### config.mk
export PLATFORM = sky130hd
export DESIGN_NAME = startup_bias_seq
export DESIGN_NICKNAME = d
export VERILOG_FILES = /design/src/rtl/startup_bias_seq.sv
export SDC_FILE = /design/constraint.sdc
export NUM_CORES = 1
export LEC_CHECK = 0
export ABC_AREA = 1
export BUFFER_PORTS_ARGS = -buffer_cell sky130_fd_sc_hd__buf_2
export CAP_MARGIN = 20
export CORE_MARGIN = 3
export CORE_UTILIZATION = 50
export DETAILED_ROUTE_END_ITERATION = 8
export HOLD_SLACK_MARGIN = 0.03
export PLACE_DENSITY = 0.72
export SYNTH_ARGS = -nofsm -noshare
export SYNTH_HDL_FRONTEND = slang
export SYNTH_SLANG_ARGS = --single-unit
### constraint.sdc
create_clock -name clk -period 1.3 [get_ports clk]
set_input_delay 0.065 -clock clk [delete_from_list [all_inputs] [get_ports clk]]
set_output_delay 0.065 -clock clk [all_outputs]
set_load 0.05 [all_outputs]
### src/rtl/startup_bias_seq.sv
module startup_bias_seq #(
  parameter int RESTART_LIMIT = 10,
  parameter int TIMEOUT_MS    = 600
) (
  input  logic clk,
  input  logic rst_n,
  input  logic bias_hi,
  input  logic bias_lo,
  input  logic line_ok,
  input  logic bulk_done,
  input  logic burst,
  input  logic ms_tick,
  output logic pass_off,
  output logic ramp_en,
  output logic normal_mode,
  output logic shutdown
);
  localparam int RW = $clog2(RESTART_LIMIT + 1);
  localparam int TW = $clog2(TIMEOUT_MS);
  localparam logic [RW-1:0] RLIM  = RW'(RESTART_LIMIT);
  localparam logic [TW-1:0] TLAST = TW'(TIMEOUT_MS - 1);

  typedef enum logic [2:0] {
    S_WAIT, S_RAMP, S_RECHG, S_NORM, S_NCHG, S_LATCH
  } st_t;

  st_t st, st_nx;
  logic [RW-1:0] restarts;
  logic [TW-1:0] tmr;

  wire starting = (st == S_WAIT) || (st == S_RAMP) || (st == S_RECHG);
  wire expire   = starting && ms_tick && (tmr == TLAST);
  wire abort    = (st == S_RAMP) && !bulk_done && bias_lo;

  always_comb begin
    st_nx = st;
    if (expire) st_nx = S_LATCH;
    else begin
      unique case (st)
        S_WAIT:  if (bias_hi) st_nx = S_RAMP;
        S_RAMP:
          if (bulk_done) st_nx = S_NORM;
          else if (bias_lo) st_nx = (restarts == RLIM) ? S_LATCH : S_RECHG;
        S_RECHG: if (bias_hi) st_nx = S_RAMP;
        S_NORM:  if (burst && bias_lo) st_nx = S_NCHG;
        S_NCHG:  if (bias_hi || !burst) st_nx = S_NORM;
        default: st_nx = S_LATCH;
      endcase
    end
  end

  always_ff @(posedge clk or negedge rst_n)
    if (!rst_n) begin
      st       <= S_WAIT;
      restarts <= '0;
      tmr      <= '0;
    end else begin
      st <= st_nx;
      if (abort && restarts != RLIM) restarts <= restarts + 1'b1;
      if (starting && ms_tick && !expire) tmr <= tmr + 1'b1;
    end

  assign pass_off    = (st == S_RAMP) || (st == S_NORM);
  assign ramp_en     = (st == S_RAMP) && line_ok;
  assign normal_mode = (st == S_NORM) || (st == S_NCHG);
  assign shutdown    = (st == S_LATCH);

  a_r6_latch_sticky: assert property (@(posedge clk) disable iff (!rst_n)
    shutdown |=> shutdown);
  a_r6_latch_quiet: assert property (@(posedge clk) disable iff (!rst_n)
    shutdown |-> !pass_off && !ramp_en && !normal_mode);
  a_r3_ramp_needs_off: assert property (@(posedge clk) disable iff (!rst_n)
    ramp_en |-> pass_off && line_ok);
  a_r7_normal_kept: assert property (@(posedge clk) disable iff (!rst_n)
    normal_mode |=> normal_mode);
  a_r2_rise_on_bias: assert property (@(posedge clk) disable iff (!rst_n)
    $rose(pass_off) |-> $past(bias_hi) || $past(bulk_done) || !$past(burst));
  a_r4_fall_on_sag: assert property (@(posedge clk) disable iff (!rst_n)
    $fell(pass_off) && !shutdown |-> $past(bias_lo));
  a_r9_no_burst_on: assert property (@(posedge clk) disable iff (!rst_n)
    normal_mode && $past(normal_mode) && !$past(burst) |-> pass_off);
endmodule

==> results.py, run 1 <==
metrics = {
    "setup_path": {
        "critPathBufInv": 2,
        "cp_slowest_cell": "dfrtp_1",
        "path_cells": "buf_6 -> nor2_4 -> nand2_2 -> nor2_2 -> buf_6",
        "cpLargestDelayFamily": "flip-flops",
        "critPathMaxStageDelay_ps": 410,
        "required_ps": 1240,
        "cp_data_arrival_time_ps": 1310,
        "start_kind": "register",
        "crit_top_cell": "buf_6",
        "crit_path_end_kind": "primary output",
        "cp_max_fo": 4,
        "critical_path_class": "register to primary output",
    },
    "final_layout": {
        "area_delta_synth_final_pct": 38.8,
        "stdcell_count": 233,
        "multiInputGateArea_um2": 752,
        "fin_nets": 218,
        "drive_above_1_share_pct": 35.4,
        "seq_area_um2": 429,
        "diodes": 0,
        "nFillCells": 143,
        "design_area_mm2": 0.00159,
    },
    "clocking": {
        "cts_buffer_depth": 2,
        "cts_tree": "built",
        "numCtsBuffers": 3,
        "cts_sinks": 17,
        "clkTransAtPathRegs_ps": 100,
        "htreeDepth": 1,
        "insertion_delay_ps": 290,
        "cts_root_buf": "clkbuf_4",
    },
    "synth": {
        "synthDistinctLibCells": 20,
        "synth_top_area_share_pct": 37.1,
        "synth_top_cell_by_area": "dfrtp_1",
        "syn_area_mm2": 0.00115,
        "ys_async_sr_fraction_pct": 100,
        "seq_area_frac_synth_pct": 37.1,
        "ys_warn_count": 0,
        "yosysMostFrequentCell": "nand2_1",
        "synth.avg_cell_area_um2": 6.74,
        "yosys_most_used_dff": "dfrtp_1",
        "synth_common_cells": "nand2_1, nor2_1, inv_1",
        "yosys-top-cells-area": "dfrtp_1, nand2_1, nor2_1",
        "netlist_instances": 170,
        "synth_edf_count": 0,
        "ys_ff_latch": 17,
        "syn_nets": 181,
    },
    "detailed_routing": {
        "dr.pass1.iters": 4,
        "routed_via_density": 5.15,
        "antenna_left": 0,
        "drc": 0,
        "vias": 1200,
        "postRouteWirelength_um": 3140,
        "drt_iter0_drc": 26,
        "detail_route.wl_per_cell_um": 13.5,
    },
    "sta": {
        "fin_crit_sh_pct": 106,
        "fin_ws_ps": -78.5,
        "fin_tns_setup_ps": -231,
        "setup_viol": 6,
        "max_freq_mhz": 725,
        "drv_slew": 0,
        "skew_ps": 3.90,
        "slew_headroom_pct": 74.3,
        "tightestPinTransition_ps": 385,
        "hold_violations": 0,
        "period_needed_ps": 1380,
        "grt_setup_unrepaired": "yes",
    },
    "status": {
        "status": "finished, violations left",
        "violations": "setup timing",
    },
    "place": {
        "placed_area_mm2": 0.00131,
        "dp_cells": 216,
        "gp_congestion": 0.845,
        "io_buffers": 11,
        "dp_hpwl_um": 1940,
    },
    "global_routing": {
        "grt_use_total_pct": 21.3,
        "antenna_found_initial": 0,
        "grt_pass1_wl_um": 4490,
        "grt-ovfl-total": 0,
        "grt_max_degree": 18,
        "grt_pass1_vias": 1103,
    },
    "floorplan": {
        "die_y_um": 53.9,
        "num_io_pins": 12,
        "die-area_mm2": 0.00290,
        "core_region_area_mm2": 0.00206,
        "start_util_pct": 55.6,
        "std_cell_rows": 16,
        "die_x_um": 53.9,
    },
    "power": {
        "powerDensity_mw_per_mm2": 2040,
        "leakagePower_nw": 0.778,
        "peakVddDrop_mv": 1.34,
    },
    "flow_run": {
        "maxCapViolCount": 0,
    },
    "worst_hold_path": {
        "hold_class": "input port to register",
    },
}
[power by group]
group	internal [W]	total (W)	switching, W
sequential	0.000728	0.000971	0.000243
combinational	0.000858	0.00199	0.00113
clock	0.000115	0.000288	0.000174
[final cells by class]
type                            instances  share of cell area (%)
Clock buffer                            3                    1.42
Clock inverter                          1                   0.315
Inverter                               22                    5.51
Multi-Input combinational cell        130                    47.3
Sequential cell                        17                    27.0
Tap cell                               27                    2.12
Timing Repair Buffer                   33                    16.4
[through the flow]
stage / utilization [%] / hold slack [ps] / worst slack (ps) / total power, W
floorplan: - / -231 / -105 / 0.00192
global placement: 63.3 / 7.25 / 25.6 / 0.00228
detailed placement: 63.3 / 7.06 / -74.8 / 0.00233
CTS: 68.8 / 44.9 / -42.9 / 0.00282
global route: 77.1 / 74.2 / -159 / 0.00348
finish: 77.1 / 51.1 / -78.5 / 0.00325
[placed cells by master, fill, tap and decap left out, types with 2 or more instances in the layout]
master / count
xnor2_1: 3
nand4_1: 3
xor2_1: 4
nor2_1: 14
dfrtp_1: 14
inv_2: 5
nand2_2: 9
o21ai_0: 7
dfrtp_2: 3
nor2_2: 4
nand3_1: 12
buf_2: 8
clkbuf_4: 3
nand3b_1: 2
buf_4: 17
nor2_4: 5
o21ai_1: 5
nand3_4: 2
nand2_1: 51
inv_4: 2
nor3_2: 2
buf_6: 6
inv_1: 15
[final timing paths]
check | from | endpoint | slack [ps] | depth (start not counted)
max reg2reg | tmr[0] | st[2] | -70 | 7
min | bias_hi | st[2] | 50 | 4
min reg2reg | tmr[9] | tmr[9] | 580 | 2
max in group asynchronous | rst_n | st[0] | 790 | 2
min in group asynchronous | rst_n | tmr[4] | 210 | 2
max | st[2] | ramp_en | -80 | 5
[routing by layer]
metal | share of wire (%) | global-route usage [%] | vias up
li1 | - | - | 612
met1 | 44 | 26.4 | 559
met2 | 52 | 35.1 | 23
met3 | 2.8 | 6.37 | 6
met4 | 1.4 | 6.81 | 0
met5 | 0 | 0 | -
[flip-flops by register name, indices dropped and copies added, names as in the netlist]
signal / count
st: 3
tmr: 10
restarts: 4
[worst register-to-register path: stages (launching register included)]
cell and delay, ps:
dfrtp_1 390, ha_2 200, buf_4 140, nand3_1 80
nor2_1 140, nand3_1 140, nand3b_1 110, nand2_1 60
[repair_timing]
| action | in CTS | in global routing |
|---|---|---|
| hold buffers | 1 | 0 |
| pin swaps | 5 | 14 |
| gates cloned | 1 | 0 |
| resized for setup | 18 | 35 |
| endpoints found under the hold margin | 17 | 0 |
| setup buffers | 3 | 8 |
| setup endpoints to repair | 12 | 21 |
[cell families after synthesis]
group	share of synthesized area, %
AOI/OAI and AO/OA	5.68
adders and majority gates	3.28
xor gates and xnor gates	5.35
buffers and inverters	8.84
and+or+nand+nor	39.7
DFF	37.1
No activity file was read; power rests on OpenSTA's default activity.
==> run 2: changes to the inputs <==
Settings changed: CTS_CLUSTER_SIZE from default to 25, PLACE_DENSITY 0.72 to 0.81, REMOVE_ABC_BUFFERS from default to 1.
==> run 2 against run 1 <==
- the run still ends with setup timing left
- critical path depth stayed put
- non-clock buffer count is 1 lower
- first-iteration DRC count is 81% higher
- routed wire length is 14% higher
- largest cell class unchanged
- largest power group unchanged
- highest routed layer unchanged
==> results.py, run 2 (synthesis gave the netlist of run 1 again) <==
metrics = {
    "place": {
        "placed_area_mm2": 0.00129,
        "gp_congestion": 0.885,
        "dp_cells": 216,
        "dp_hpwl_um": 1900,
        "io_buffers": 11,
    },
    "setup_path": {
        "cp_max_fo": 4,
        "r2r_slack_ps": -100,
        "required_ps": 1240,
        "cp_slowest_cell": "dfrtp_1",
        "critical_path.endpoint": "ramp_en",
        "reg2regPathDepth": 8,
        "cp_num_cells": 5,
        "critPathMaxStageDelay_ps": 420,
        "cp_data_arrival_time_ps": 1350,
        "crit_path_start": "st[2]",
        "path_cells": "buf_6 -> nor2_4 -> nand2_2 -> nor2_4 -> buf_8",
        "crit_top_cell": "nor2_4",
        "rr_startpoint": "st[1]",
        "cpLargestDelayFamily": "flip-flops",
        "critPathBufInv": 2,
        "critical_path_class": "register to primary output",
        "r2r-end": "st[0]",
        "start_kind": "register",
        "crit_path_end_kind": "primary output",
    },
    "final_layout": {
        "final_util_pct": 75.8,
        "diodes": 0,
        "design_area_mm2": 0.00156,
        "final_cell_mix": "nand2_1, buf_4, nor2_1",
        "fin_nets": 216,
        "area_delta_synth_final_pct": 36.4,
        "nFillCells": 141,
        "drive_above_1_share_pct": 29.9,
        "final_common_cell": "nand2_1",
        "top_regs": "tmr: 10 flops, restarts: 4 flops, st: 3 flops",
        "top_register": "tmr",
        "largest_reg_flops": 10,
        "stdcell_count": 231,
    },
    "clocking": {
        "cts_tree": "built",
        "cts_sinks": 17,
        "clkTransAtPathRegs_ps": 90,
        "cts_root_buf": "clkbuf_4",
        "cts_buffer_depth": 2,
        "insertion_delay_ps": 290,
        "htreeDepth": 1,
        "numCtsBuffers": 3,
    },
    "worst_hold_path": {
        "hold_class": "input port to register",
    },
    "sta": {
        "holdWs_ps": 112,
        "period_needed_ps": 1410,
        "max_freq_mhz": 708,
        "grt_setup_unrepaired": "yes",
        "slew_headroom_pct": 73.3,
        "tightestPinTransition_ps": 400,
        "hold_violations": 0,
        "fin_ws_ps": -113,
        "fin_crit_sh_pct": 109,
        "setup_viol": 14,
        "drv_slew": 0,
        "skew_ps": 4.19,
    },
    "global_routing": {
        "grt_use_total_pct": 23.4,
        "antenna_found_initial": 0,
        "grt_pass1_wl_um": 4840,
        "grt-ovfl-total": 0,
        "grt_max_degree": 18,
        "grt_pass1_vias": 1125,
    },
    "floorplan": {
        "die_x_um": 53.9,
        "core_region_area_mm2": 0.00206,
        "die_y_um": 53.9,
        "num_io_pins": 12,
        "start_util_pct": 55.6,
        "die-area_mm2": 0.00290,
        "std_cell_rows": 16,
    },
    "status": {
        "status": "finished, violations left",
        "violations": "setup timing",
    },
    "power": {
        "peakVddDrop_mv": 1.26,
        "leakagePower_nw": 0.779,
        "powerDensity_mw_per_mm2": 2150,
        "fin_total_pwr_w": 0.00336,
    },
    "detailed_routing": {
        "drc": 0,
        "vias": 1298,
        "postRouteWirelength_um": 3570,
        "dr.pass1.iters": 4,
        "antenna_left": 0,
        "detail_route.wl_per_cell_um": 15.5,
        "drt_iter0_drc": 47,
        "routed_via_density": 5.62,
    },
    "flow_run": {
        "maxCapViolCount": 0,
    },
}
run 2: changes by cell type in the layout (fill, tap and decap cells not counted), sizes merged:
cell,change
buf,-2
nand2,-1
clkbuf,+2
clkinv,-1
run 2: final cells by class:
class	instances	area [µm²]	area share, %
clock buffers	4	26.3	1.68
inverters	22	95.1	6.08
multi-input cells	129	729	46.7
flip-flops and latches	17	427	27.3
well taps	27	33.8	2.16
repair buffers	32	251	16.1
run 2: tightest hold or removal path: stages:
cell	delay, ps
buf_2	100
nor2_1	60
nand3b_1	90
nand2_1	60
run 2: per-layer routing:
layer / wire length [µm] / GRT usage, % / up-vias
met5: 0 / 0 / -
met4: 163 / 10.2 / 0
met3: 259 / 4.16 / 21
met2: 1730 / 40.5 / 75
met1: 1420 / 28.0 / 600
li1: - / - / 602
run 2: where the power goes:
group / switching [W] / internal, W / total [W]
Sequential: 0.000202 / 0.000723 / 0.000924
Combinational: 0.00127 / 0.000887 / 0.00215
Clock: 0.000167 / 0.000120 / 0.000286
run 2: how the worst min path moves through the flow:
stage / start / end / slack (ps) / cells past startpoint
finish: bias_hi / st[2] / 110 / 4
CTS: bias_hi / st[2] / 60 / 4
floorplan: rst_n / restarts[0] / -230 / 0
detailed placement: rst_n / tmr[7] / 10 / 1
global placement: rst_n / tmr[7] / -0.2 / 1
global route: bias_hi / st[2] / 110 / 4
run 2: stage by stage:
stage / setup slack [ps] / setup TNS, ps
floorplan: -742 / -1680
global placement: -0.413 / -0.413
detailed placement: -42.2 / -203
CTS: -12.7 / -34.4
global route: -174 / -1910
finish: -113 / -739
run 2: what timing repair did:
action,4_1_cts,5_1_grt
endpoints found under the hold margin,17,0
endpoints found under the setup margin,15,21
hold buffers,1,0
resized for setup,26,24
setup buffers,9,1
pin swaps,6,7
==> run 3: changes to the inputs <==
Settings changed: ABC_AREA 1 to default, HOLD_SLACK_MARGIN 0.03 to default, PLACE_DENSITY 0.81 to 0.82.
==> run 3 against run 2 <==
- the flow still finishes with violations (setup timing)
- via count is 17% lower
- final area is 3.3% higher
- synthesized area is 16% lower
==> results.py, run 3 <==
metrics = {
    "final_layout": {
        "drive_above_1_share_pct": 57.2,
        "fin_nets": 157,
        "diodes": 0,
        "seq_area_um2": 430,
        "final_cell_mix": "buf_4, dfrtp_1, buf_6",
        "final_util_pct": 91.5,
        "largest_reg_flops": 10,
        "design_area_mm2": 0.00161,
        "stdcell_count": 170,
        "multiInputGateArea_um2": 694,
        "top_register": "tmr",
        "nFillCells": 68,
        "area_delta_synth_final_pct": 67.8,
        "top_regs": "tmr: 10 flops, restarts: 4 flops, st: 3 flops",
        "final_common_cell": "buf_4",
    },
    "floorplan": {
        "die_x_um": 49.9,
        "die_y_um": 49.9,
        "die-area_mm2": 0.00249,
        "start_util_pct": 54.5,
        "num_io_pins": 12,
        "core_region_area_mm2": 0.00176,
        "std_cell_rows": 15,
    },
    "place": {
        "dp_cells": 155,
        "gp_congestion": 0.870,
        "io_buffers": 11,
        "placed_area_mm2": 0.00123,
        "dp_hpwl_um": 1740,
    },
    "worst_hold_path": {
        "hold_class": "input port to register",
    },
    "synth": {
        "synth.avg_cell_area_um2": 10.1,
        "synth_edf_count": 0,
        "seq_area_frac_synth_pct": 44.2,
        "ys_ff_latch": 17,
        "ys_async_sr_fraction_pct": 100,
        "yosysMostFrequentCell": "dfrtp_1",
        "ys_warn_count": 0,
        "synth_top_cell_by_area": "dfrtp_1",
        "syn_area_um2": 962,
        "synth_top_area_share_pct": 44.2,
        "synth_common_cells": "dfrtp_1, xnor2_1, nand2_1",
        "netlist_instances": 95,
        "yosys-top-cells-area": "dfrtp_1, xnor2_1, nand4_1",
        "synthDistinctLibCells": 34,
        "yosys_most_used_dff": "dfrtp_1",
    },
    "sta": {
        "grt_setup_unrepaired": "yes",
        "period_needed_ps": 1500,
        "max_freq_mhz": 667,
        "tightestPinTransition_ps": 390,
        "fin_ws_ps": -200,
        "skew_ps": 12.0,
        "drv_slew": 0,
        "setup_viol": 19,
        "hold_violations": 0,
        "holdWs_ps": 174,
        "slew_headroom_pct": 74.0,
        "fin_tns_setup_ps": -2230,
        "fin_crit_sh_pct": 115,
    },
    "setup_path": {
        "cp_data_arrival_time_ps": 1680,
        "required_ps": 1480,
        "cp_slowest_cell": "dfrtp_1",
        "start_kind": "register",
        "critPathMaxStageDelay_ps": 390,
        "crit_path_end_kind": "register",
        "critical_path_class": "register to register",
        "path_cells": "inv_2 -> ha_4 -> and3b_2 -> nor3_4 -> nand4_1 -> xnor2_1",
        "cp_max_fo": 3,
    },
    "detailed_routing": {
        "antenna_left": 0,
        "dr.pass1.iters": 4,
        "routed_via_density": 6.35,
        "postRouteWirelength_um": 3920,
        "drt_iter0_drc": 60,
        "drc": 0,
        "detail_route.wl_per_cell_um": 23.0,
        "vias": 1080,
    },
    "clocking": {
        "cts_buffer_depth": 2,
        "numCtsBuffers": 3,
        "cts_sinks": 17,
        "cts_tree": "built",
        "clkTransAtPathRegs_ps": 90,
        "insertion_delay_ps": 300,
        "htreeDepth": 1,
        "cts_root_buf": "clkbuf_4",
    },
    "global_routing": {
        "grt_pass1_wl_um": 5150,
        "grt-ovfl-total": 0,
        "grt_pass1_vias": 1044,
        "grt_max_degree": 18,
        "grt_use_total_pct": 27.9,
        "antenna_found_initial": 0,
    },
    "status": {
        "violations": "setup timing",
        "status": "finished, violations left",
    },
    "power": {
        "leakagePower_nw": 0.719,
        "powerDensity_mw_per_mm2": 2470,
        "peakVddDrop_mv": 1.83,
    },
    "flow_run": {
        "maxCapViolCount": 0,
    },
}
run 3: final cells by class:
type / count / area share (%)
Multi-Input combinational cell: 70 / 43.0
Inverter: 7 / 2.09
Sequential cell: 17 / 26.7
Tap cell: 25 / 1.94
Clock buffer: 4 / 1.63
Timing Repair Buffer: 47 / 24.7
run 3: worst max-delay path: cells and delay by family, from the launching register on:
family,cells,cell delay (ps)
simple gates,3,590
flops,1,390
fa+ha+maj,1,170
xor+xnor,1,170
buf+inv,1,70
run 3: power by group:
group / switching (W) / internal [W]
clock: 0.000174 / 0.000120
sequential: 0.000302 / 0.000745
combinational: 0.00131 / 0.00133
total: 0.00178 / 0.00220
run 3: worst paths after layout:
| check | endpoint | depth (start not counted) | slack [ps] | from |
|---|---|---|---|---|
| max in group asynchronous | tmr[0] | 2 | 770 | rst_n |
| setup reg to reg | restarts[3] | 6 | -200 | restarts[0] |
| hold reg to reg | restarts[3] | 1 | 590 | restarts[3] |
| hold / removal | st[0] | 3 | 170 | bias_hi |
| min in group asynchronous | tmr[8] | 2 | 220 | rst_n |
| setup / recovery | restarts[3] | 6 | -200 | restarts[0] |
run 3: layer usage:
metal | vias to the layer above | wire (µm) | GRT usage [%]
li1 | 448 | - | -
met1 | 531 | 1580 | 34.6
met2 | 80 | 1860 | 48.2
met3 | 21 | 354 | 6.34
met4 | 0 | 122 | 7.83
met5 | - | 0 | 0
run 3: stage by stage:
stage               setup WS, ps  total power, W
floorplan                   -470         0.00181
global placement            -159         0.00237
detailed placement          -209         0.00247
CTS                         -127         0.00330
global route                -317         0.00418
finish                      -200         0.00398
run 3: cells by family (layout without fill, tap and decap cells):
logic type | after synthesis | after routing | synth area share, %
AO/OA/AOI/OAI | 18 | 18 | 12.9
XOR/XNOR | 10 | 10 | 9.10
flip-flops | 17 | 17 | 44.2
multiplexers | 2 | 2 | 2.21
buffers and inverters | 8 | 58 | 3.25
AND/OR/NAND/NOR | 37 | 37 | 24.4
adder cells (fa/ha/maj) | 3 | 3 | 3.90
run 3: repair_timing:
item / CTS / global route
setup endpoints to repair: 18 / 21
hold buffers: 1 / 0
setup buffers: 7 / 3
gates cloned: 0 / 0
resized for setup: 39 / 27
pin swaps: 16 / 19
hold endpoints to repair: 17 / 0
